$ cat config.mk
export PLATFORM = sky130hd
export DESIGN_NAME = eeprom_cfg_loader
export DESIGN_NICKNAME = d
export VERILOG_FILES = /design/src/rtl/eeprom_cfg_loader.sv
export SDC_FILE = /design/constraint.sdc
export NUM_CORES = 1
export LEC_CHECK = 0
export CELL_PAD_IN_SITES_DETAIL_PLACEMENT = 1
export CELL_PAD_IN_SITES_GLOBAL_PLACEMENT = 2
export CORE_UTILIZATION = 35
export DETAILED_ROUTE_END_ITERATION = 16
export PLACE_DENSITY_LB_ADDON = 0.1
export SETUP_SLACK_MARGIN = 0.05
export SLEW_MARGIN = 40
export SYNTH_ARGS = -nofsm -noshare
export SYNTH_HDL_FRONTEND = slang
export SYNTH_SLANG_ARGS = --single-unit
$ cat constraint.sdc
create_clock -name clk -period 10.2 [get_ports clk]
set_input_delay 2.04 -clock clk [delete_from_list [all_inputs] [get_ports clk]]
set_output_delay 2.04 -clock clk [all_outputs]
set_load 0.005 [all_outputs]
$ cat src/rtl/eeprom_cfg_loader.sv
module eeprom_cfg_loader #(
  parameter int          CLK_DIV   = 8,
  parameter logic [15:0] DEF_VID   = 16'h1234,
  parameter logic [15:0] DEF_PID   = 16'h5678,
  parameter logic [2:0]  DEF_PORTS = 3'd4,
  parameter logic [7:0]  DEF_POWER = 8'h32,
  parameter logic [7:0]  MAX_POWER = 8'hFA
) (
  input  logic        clk,
  input  logic        rst_n,
  input  logic        pin_do,
  input  logic [1:0]  led_green,
  input  logic [1:0]  led_amber,
  output logic        pin_sk,
  output logic        pin_cs,
  output logic        pin_di,
  output logic        pin_g2_out,
  output logic        pin_g2_oe,
  output logic        pins_owned,
  output logic        done,
  output logic        cfg_valid,
  output logic [15:0] vid,
  output logic [15:0] pid,
  output logic [2:0]  port_cnt,
  output logic [3:0]  nonremovable,
  output logic [7:0]  max_power,
  output logic [7:0]  len_vendor,
  output logic [7:0]  len_product,
  output logic [7:0]  len_serial
);
  localparam int DW      = (CLK_DIV > 1) ? $clog2(CLK_DIV) : 1;
  localparam int CMD_LEN = 9;
  localparam int LAST    = CMD_LEN + 16;

  typedef enum logic [2:0] {S_GAP, S_LOW, S_HIGH, S_FIN, S_END} st_t;
  st_t state;

  logic [DW-1:0] div_cnt;
  logic [4:0]    bit_cnt;
  logic [2:0]    widx;
  logic [15:0]   shreg, vid_raw, pid_raw;
  logic [7:0]    csum_raw, ports_raw, pwr_raw, lv_raw, lp_raw, ls_raw;
  logic [3:0]    rem_raw;
  logic          sk, cs;

  wire tick = (div_cnt == DW'(CLK_DIV - 1));

  logic [5:0] addr;
  always_comb
    case (widx)
      3'd5:    addr = 6'd8;
      3'd6:    addr = 6'd32;
      3'd7:    addr = 6'd56;
      default: addr = {3'b000, widx};
    endcase

  wire [8:0] cmd    = {3'b110, addr};
  wire [3:0] cidx   = 4'd8 - bit_cnt[3:0];
  wire       di     = cs && (bit_cnt < 5'(CMD_LEN)) && cmd[cidx];
  wire [7:0] sum_p1 = vid_raw[7:0] + vid_raw[15:8] + pid_raw[7:0] + pid_raw[15:8] + 8'd1;
  wire       csum_ok  = (csum_raw == sum_p1);
  wire       accept   = csum_ok && (ports_raw >= 8'd1) && (ports_raw <= 8'd4) && (pwr_raw <= MAX_POWER);

  always_ff @(posedge clk or negedge rst_n) begin
    if (!rst_n) begin
      state <= S_GAP; div_cnt <= '0; bit_cnt <= '0; widx <= '0; shreg <= '0;
      sk <= 1'b0; cs <= 1'b0; pins_owned <= 1'b1; done <= 1'b0;
      vid_raw <= '0; pid_raw <= '0; csum_raw <= '0; ports_raw <= '0; rem_raw <= '0;
      pwr_raw <= '0; lv_raw <= '0; lp_raw <= '0; ls_raw <= '0;
      cfg_valid <= 1'b0; vid <= DEF_VID; pid <= DEF_PID; port_cnt <= DEF_PORTS;
      nonremovable <= '0; max_power <= DEF_POWER;
      len_vendor <= '0; len_product <= '0; len_serial <= '0;
    end else begin
      done <= 1'b0;
      case (state)
        S_GAP:
          if (tick) begin
            div_cnt <= '0; cs <= 1'b1; bit_cnt <= '0; state <= S_LOW;
          end else div_cnt <= div_cnt + 1'b1;
        S_LOW:
          if (tick) begin
            div_cnt <= '0; sk <= 1'b1; state <= S_HIGH;
            if (bit_cnt > 5'(CMD_LEN)) shreg <= {shreg[14:0], pin_do};
          end else div_cnt <= div_cnt + 1'b1;
        S_HIGH:
          if (tick) begin
            div_cnt <= '0; sk <= 1'b0;
            if (bit_cnt == 5'(LAST)) begin
              cs <= 1'b0;
              case (widx)
                3'd0: vid_raw <= shreg;
                3'd1: pid_raw <= shreg;
                3'd2: csum_raw <= shreg[7:0];
                3'd3: begin ports_raw <= shreg[7:0]; rem_raw <= shreg[11:8]; end
                3'd4: pwr_raw <= shreg[7:0];
                3'd5: lv_raw <= shreg[7:0];
                3'd6: lp_raw <= shreg[7:0];
                default: ls_raw <= shreg[7:0];
              endcase
              if ((widx == 3'd2 && shreg[7:0] != sum_p1) || widx == 3'd7) state <= S_FIN;
              else begin widx <= widx + 1'b1; state <= S_GAP; end
            end else begin
              bit_cnt <= bit_cnt + 1'b1; state <= S_LOW;
            end
          end else div_cnt <= div_cnt + 1'b1;
        S_FIN: begin
          done <= 1'b1; pins_owned <= 1'b0; cfg_valid <= accept; state <= S_END;
          vid          <= accept ? vid_raw : DEF_VID;
          pid          <= accept ? pid_raw : DEF_PID;
          port_cnt     <= accept ? ports_raw[2:0] : DEF_PORTS;
          nonremovable <= accept ? rem_raw : 4'h0;
          max_power    <= accept ? pwr_raw : DEF_POWER;
          len_vendor   <= accept ? lv_raw : 8'h00;
          len_product  <= accept ? lp_raw : 8'h00;
          len_serial   <= accept ? ls_raw : 8'h00;
        end
        default: ;
      endcase
    end
  end

  assign pin_sk     = pins_owned ? sk : led_green[0];
  assign pin_cs     = pins_owned ? cs : (!cfg_valid && led_amber[0]);
  assign pin_di     = pins_owned ? di : (!cfg_valid && led_amber[1]);
  assign pin_g2_out = !pins_owned && led_green[1];
  assign pin_g2_oe  = !pins_owned;

  p_g2_released_r10: assert property (@(posedge clk) disable iff (!rst_n)
    pins_owned |-> !pin_g2_oe);
  p_release_with_done_r12: assert property (@(posedge clk) disable iff (!rst_n)
    $fell(pins_owned) |-> done);
  p_done_single_r12: assert property (@(posedge clk) disable iff (!rst_n)
    done |=> !done);
  p_no_valid_early_r12: assert property (@(posedge clk) disable iff (!rst_n)
    pins_owned |-> !cfg_valid);
  p_amber_quiet_r11: assert property (@(posedge clk) disable iff (!rst_n)
    (!pins_owned && cfg_valid) |-> (!pin_cs && !pin_di));
  p_range_r5: assert property (@(posedge clk) disable iff (!rst_n)
    cfg_valid |-> (port_cnt >= 3'd1 && port_cnt <= 3'd4));
  p_range_r6: assert property (@(posedge clk) disable iff (!rst_n)
    cfg_valid |-> (max_power <= MAX_POWER));
  p_sk_idle_r2: assert property (@(posedge clk) disable iff (!rst_n)
    (pins_owned && !pin_cs) |-> !pin_sk);
endmodule

==> results of run 1 <==
metrics by stage:
step / total power [mW] / std cells / util, % / setup slack, ns / cell area (sq um)
after floorplan: 0.769 / 630 / - / 5.87 / 8330
after global placement: 0.788 / 1002 / 40.5 / 4.94 / 9470
after detailed placement: 0.789 / 1002 / 40.5 / 4.93 / 9490
after CTS: 1.50 / 1034 / 43.2 / 4.93 / 10100
after global routing: 1.53 / 1034 / 43.2 / 4.83 / 10100
final: 1.48 / 1034 / 43.2 / 4.94 / 10100
flip-flops by register name, indices dropped and copies added, names as in the netlist, 3 cells and up:
name and count:
bit_cnt 5, len_vendor 8, pid 16, state 3, len_serial 8, nonremovable 4, widx 3, vid 16
div_cnt 3, max_power 8, ls_raw 8, shreg 16, pwr_raw 8, ports_raw 8, csum_raw 8, pid_raw 16
vid_raw 16, lp_raw 8, len_product 8, port_cnt 3, rem_raw 4, lv_raw 8
cell families (layout without fill, tap and decap cells):
kind of cell / count (synthesis) / in the layout
fa+ha+maj: 34 / 34
mux: 106 / 106
flops: 190 / 190
simple gates: 85 / 85
compound gates: 114 / 114
buf+inv: 73 / 158
xor+xnor: 28 / 28
worst max-delay path, stage by stage:
cell and delay [ns]:
clkdlybuf4s50_1 0.46, nand2_1 0.05, o22ai_1 0.14, clkdlybuf4s50_1 0.53
cell usage in the layout (no fill, tap or decap), drive strengths merged, types with 3 or more instances in the layout:
master	synthesis	final
dfrtp	172	172
mux2	105	105
clkdlybuf4s50	0	84
a22o	57	57
inv	38	47
nor2	31	31
a21oi	24	24
ha	20	20
nand2	20	20
xnor2	19	19
clkbuf	27	18
dfstp	18	18
o21ai	16	16
fa	14	14
nand3	8	8
xor2	7	7
nor3	5	5
clkinv	0	4
a21o	3	3
or4	3	3
buf	8	3
power groups by stage:
stage / Clock [mW] / Combinational, mW / Sequential [mW]
6_report: 0.704 / 0.0201 / 0.753
3_5_place_dp: 0 / 0.0216 / 0.768
2_1_floorplan: 0 / 0.000874 / 0.768
5_1_grt: 0.751 / 0.0235 / 0.753
4_1_cts: 0.724 / 0.0217 / 0.753
3_3_place_gp: 0 / 0.0202 / 0.768
how the worst min path moves through the flow:
stage / end / depth (start not counted)
CTS: nonremovable[1]$_DFFE_PN0P_ / 1
global route: nonremovable[1]$_DFFE_PN0P_ / 1
finish: nonremovable[1]$_DFFE_PN0P_ / 1
global placement: len_serial[3]$_DFFE_PN0P_ / 1
detailed placement: len_product[6]$_DFFE_PN0P_ / 1
floorplan: len_product[0]$_DFFE_PN0P_ / 1
cell type report:
type,instances,area share [%]
sequential,190,47.3
multi-input combinational,367,32.5
timing repair buffer,88,8.83
clock buffer,17,4.21
tap,319,3.95
clock inverter,15,1.88
inverter,38,1.41
routing by layer:
layer | vias to the layer above | part of all wire, %
met5 | - | 0
met4 | 0 | 1.0
met3 | 16 | 2.5
met2 | 66 | 47
met1 | 2720 | 49
li1 | 2365 | -
==> results.json, run 1 <==
{
  "syn_to_final_growth_pct": 21.3,
  "std_cell_rows": 56,
  "multi_input_area_sq_um": 3280,
  "finalHoldViolCount": 0,
  "numCtsBuffers": 17,
  "cp_max_fo": 1,
  "seq_area_frac_synth_pct": 57.3,
  "slew_headroom_pct": 52.2,
  "setup_tns_ns": 0,
  "p_int_mw": 1.13,
  "syn_nets": 671,
  "yosysTopAreaCell": "dfrtp_1",
  "fin_skew_ns": 0.0116,
  "worstHoldPathType": "flip-flop to flip-flop",
  "required_ns": 8.16,
  "fmax_mhz": 190,
  "postCtsResizedCells": 0,
  "crit_arrival_ns": 3.22,
  "run_status": "finished, final reports clean",
  "vias": 5167,
  "peakVddDrop_mv": 0.0873,
  "synthMuxAreaShare_pct": 14.4,
  "pwr-share-clk_pct": 47.7,
  "die_area_sq_um": 24400,
  "cts.reportedPaths.clkPinSlew_ns": 0.07,
  "synth-simple-area-share_pct": 4.97,
  "synth_adder_area_share_pct": 6.37,
  "htreeDepth": 4,
  "ant_nets": 0,
  "post-route-period-util_pct": 51.6,
  "viasPerCell": 5.00,
  "p_leak_nw": 4.78,
  "synth-edff-count": 0,
  "clock-sinks": 190,
  "slew_viol_final": 0,
  "overflow": 0,
  "async_flop_share_pct": 100,
  "switchingPower_uw": 343,
  "grt_max_degree": 112,
  "antenna-diode-count": 0,
  "setup_viol": 0,
  "p_sw_share_pct": 23.2,
  "critical_path.endpoint": "pin_di",
  "synth.distinct_cells": 52,
  "rr_worst_depth": 12,
  "cp-start-kind": "primary input",
  "dp_hpwl_um": 12900,
  "root_buffer": "clkbuf_16",
  "drt_first_pass_iters": 4,
  "groute.layer.met3.usage_pct": 2.77,
  "drtIter0Drc": 190,
  "fillers": 2444,
  "synthTopCellsByArea": "dfrtp_1 (52%), mux2_2 (14%), a22o_1 (6.0%)",
  "drc": 0,
  "place.gp.congestion": 0.732,
  "reg2reg_to": "nonremovable[0]$_DFFE_PN0P_",
  "grt_pass1_wl_um": 32200,
  "clk_path_buf_depth": 2,
  "r2r_start": "vid_raw[1]$_DFFE_PN0P_",
  "synth_top_family_by_area": "multiplexers",
  "maxCapViolCount": 0,
  "grt_most_used_layer": "met2",
  "nNetsFinal": 743,
  "grt_usage_pct": 17.4,
  "syn_avg_cell_area_sq_um": 13.2,
  "die_w_um": 156,
  "yosys_most_used_dff": "dfrtp_1",
  "io_buffers": 85,
  "synth_compound_area_share_pct": 10.2,
  "syn_area_sq_um": 8330,
  "yosys_warnings": 0,
  "period_needed_ns": 5.26,
  "die_y_um": 156,
  "worst_slew_pin_slew_ns": 0.717,
  "pin_count": 86,
  "ys_top_cells_by_count": "dfrtp_1 (172), mux2_2 (104), a22o_1 (57), inv_1 (38), nor2_1 (31)",
  "wl_per_cell_um": 19.0,
  "synth_seq_cells": 190,
  "worst-setup-path-type": "primary input to output port",
  "comb_power_share_pct": 1.4,
  "postCtsHoldBufs": 0,
  "routed_wl_um": 19600,
  "p_per_area_nw_per_um2": 146,
  "layout-drive-gt1-share_pct": 24.3,
  "min-delay-start": "rem_raw[1]$_DFFE_PN0P_",
  "rsz0062_at_grt": "false",
  "post_cts.repair.setup_buffers": 0,
  "r2r_slack_ns": 5.52,
  "use_met2_pct": 27.3,
  "seqCellArea_sq_um": 4780,
  "use_met1_pct": 24.8,
  "synth_top_area_share_pct": 51.7,
  "antenna_found_initial": 0,
  "yosysMostFrequentCell": "dfrtp_1",
  "synth-xor-area-share_pct": 3.36,
  "grt_pass1_vias": 5664,
  "crit_path_end_kind": "output port",
  "worstSetupStartpoint": "led_amber[1]",
  "core_area_sq_um": 23400,
  "whs_ns": 0.495,
  "synth_cells": 630,
  "p_seq_share_pct": 51.0,
  "insertion_delay_ns": 0.43,
  "start_util_pct": 35.6,
  "cts_tree": "yes"
}
Note: power is estimated with default switching activity, not from simulation.
==> inputs of run 2 (changes only) <==
==> constraint.sdc (replaced) <==
create_clock -name clk -period 4.6 [get_ports clk]
set_input_delay 0.92 -clock clk [delete_from_list [all_inputs] [get_ports clk]]
set_output_delay 0.92 -clock clk [all_outputs]
set_load 0.005 [all_outputs]
==> results.json, run 2 (synthesis results as in run 1) <==
{
  "htreeDepth": 4,
  "numCtsBuffers": 17,
  "postCtsResizedCells": 0,
  "final_cell_mix": "dfrtp_1 (172), mux2_2 (104), clkdlybuf4s50_1 (84)",
  "nNetsFinal": 744,
  "final_util_pct": 43.2,
  "dp_hpwl_um": 13200,
  "worstHoldPathType": "primary input to async pin",
  "crit_path_end_kind": "output port",
  "die_area_sq_um": 24400,
  "drt_first_pass_iters": 4,
  "slew_headroom_pct": 45.5,
  "antenna_found_initial": 0,
  "ant_nets": 0,
  "worst-setup-path-type": "flip-flop to output port",
  "cp_max_fo": 7,
  "post_cts.repair.setup_buffers": 0,
  "grt_usage_pct": 17.5,
  "wl_per_cell_um": 19.1,
  "postCtsHoldBufs": 0,
  "slew_viol_final": 0,
  "start_util_pct": 35.6,
  "layout-drive-gt1-share_pct": 24.2,
  "post-route-period-util_pct": 89.6,
  "clock-sinks": 190,
  "routed_wl_um": 19700,
  "p_per_area_nw_per_um2": 320,
  "syn_to_final_growth_pct": 21.4,
  "cp-start-kind": "flip-flop",
  "seqCellArea_sq_um": 4780,
  "insertion_delay_ns": 0.44,
  "std_cell_rows": 56,
  "io_buffers": 85,
  "setup_viol": 0,
  "peakVddDrop_mv": 0.206,
  "finalHoldViolCount": 0,
  "pin_count": 86,
  "place.gp.congestion": 0.760,
  "cts.reportedPaths.clkPinSlew_ns": 0.07,
  "rsz0062_at_grt": "false",
  "die_y_um": 156,
  "setup_tns_ns": 0,
  "maxCapViolCount": 0,
  "crit_arrival_ns": 3.20,
  "required_ns": 3.68,
  "fillers": 2482,
  "overflow": 0,
  "final_common_cell": "dfrtp_1",
  "antenna-diode-count": 0,
  "clk_path_buf_depth": 2,
  "cts_tree": "yes",
  "worst_slew_pin_slew_ns": 0.816,
  "grt_pass1_wl_um": 32400,
  "core_area_sq_um": 23400,
  "p_leak_nw": 4.78,
  "die_w_um": 156,
  "viasPerCell": 5.01,
  "drtIter0Drc": 226,
  "multi_input_area_sq_um": 3280,
  "grt_max_degree": 111,
  "run_status": "finished, final reports clean",
  "fin_skew_ns": 0.0143,
  "vias": 5181,
  "period_needed_ns": 4.12,
  "grt_pass1_vias": 5649,
  "root_buffer": "clkbuf_16",
  "fmax_mhz": 243,
  "drc": 0
}
-- run 2: metrics by stage --
stage          instances  setup WS [ns]  hold slack, ns  power, mW  cell area [sq um]
3_5_place_dp        1003          0.503           0.482       1.75               9510
6_report            1035          0.477           0.425       3.24              10100
2_1_floorplan        630          0.709           0.461       1.70               8330
5_1_grt             1035          0.322           0.452       3.36              10100
3_3_place_gp        1003          0.564           0.472       1.75               9500
4_1_cts             1035          0.439           0.484       3.30              10100
-- run 2: final timing paths --
path,startpoint,endpoint,slack (ns),cells past startpoint
min in group clk,rem_raw[1]$_DFFE_PN0P_,nonremovable[1]$_DFFE_PN0P_,0.49,1
hold / removal,rst_n,div_cnt[0]$_DFFE_PN0P_,0.43,1
setup reg to reg,vid_raw[1]$_DFFE_PN0P_,widx[1]$_DFFE_PN0P_,0.49,11
max in group asynchronous,rst_n,pid[4]$_DFFE_PN1P_,3.32,2
hold reg to reg,rem_raw[1]$_DFFE_PN0P_,nonremovable[1]$_DFFE_PN0P_,0.49,1
setup / recovery,widx[0]$_DFFE_PN0P_,pin_di,0.48,10
-- run 2: cell type report --
| class | count | area share (%) |
|---|---|---|
| inverter | 38 | 1.41 |
| sequential | 190 | 47.2 |
| clock inverter | 15 | 1.72 |
| clock buffer | 17 | 4.21 |
| timing repair buffer | 89 | 9.10 |
| multi-input combinational | 367 | 32.4 |
| tap | 319 | 3.95 |
-- run 2: metal layers --
layer / part of all wire, % / routed length (um) / track usage (%)
met1: 49 / 9650 / 24.6
met2: 47 / 9300 / 27.5
met3: 2.8 / 551 / 3.18
met4: 1.1 / 225 / 5.18
met5: 0 / 0 / 0
-- run 2: critical path, cell delays in order (launching register included) --
cell,delay (ns)
dfrtp_1,0.42
inv_1,0.10
ha_1,0.29
or4b_2,0.65
o22ai_1,0.19
a32o_1,0.16
o21ai_0,0.09
a21oi_1,0.14
a21oi_1,0.07
o22ai_1,0.14
clkdlybuf4s50_1,0.53
-- run 2: report_power, final --
group	switching, mW	internal (mW)
sequential	0	1.67
combinational	0.0341	0.0114
clock	0.703	0.822
total	0.737	2.50
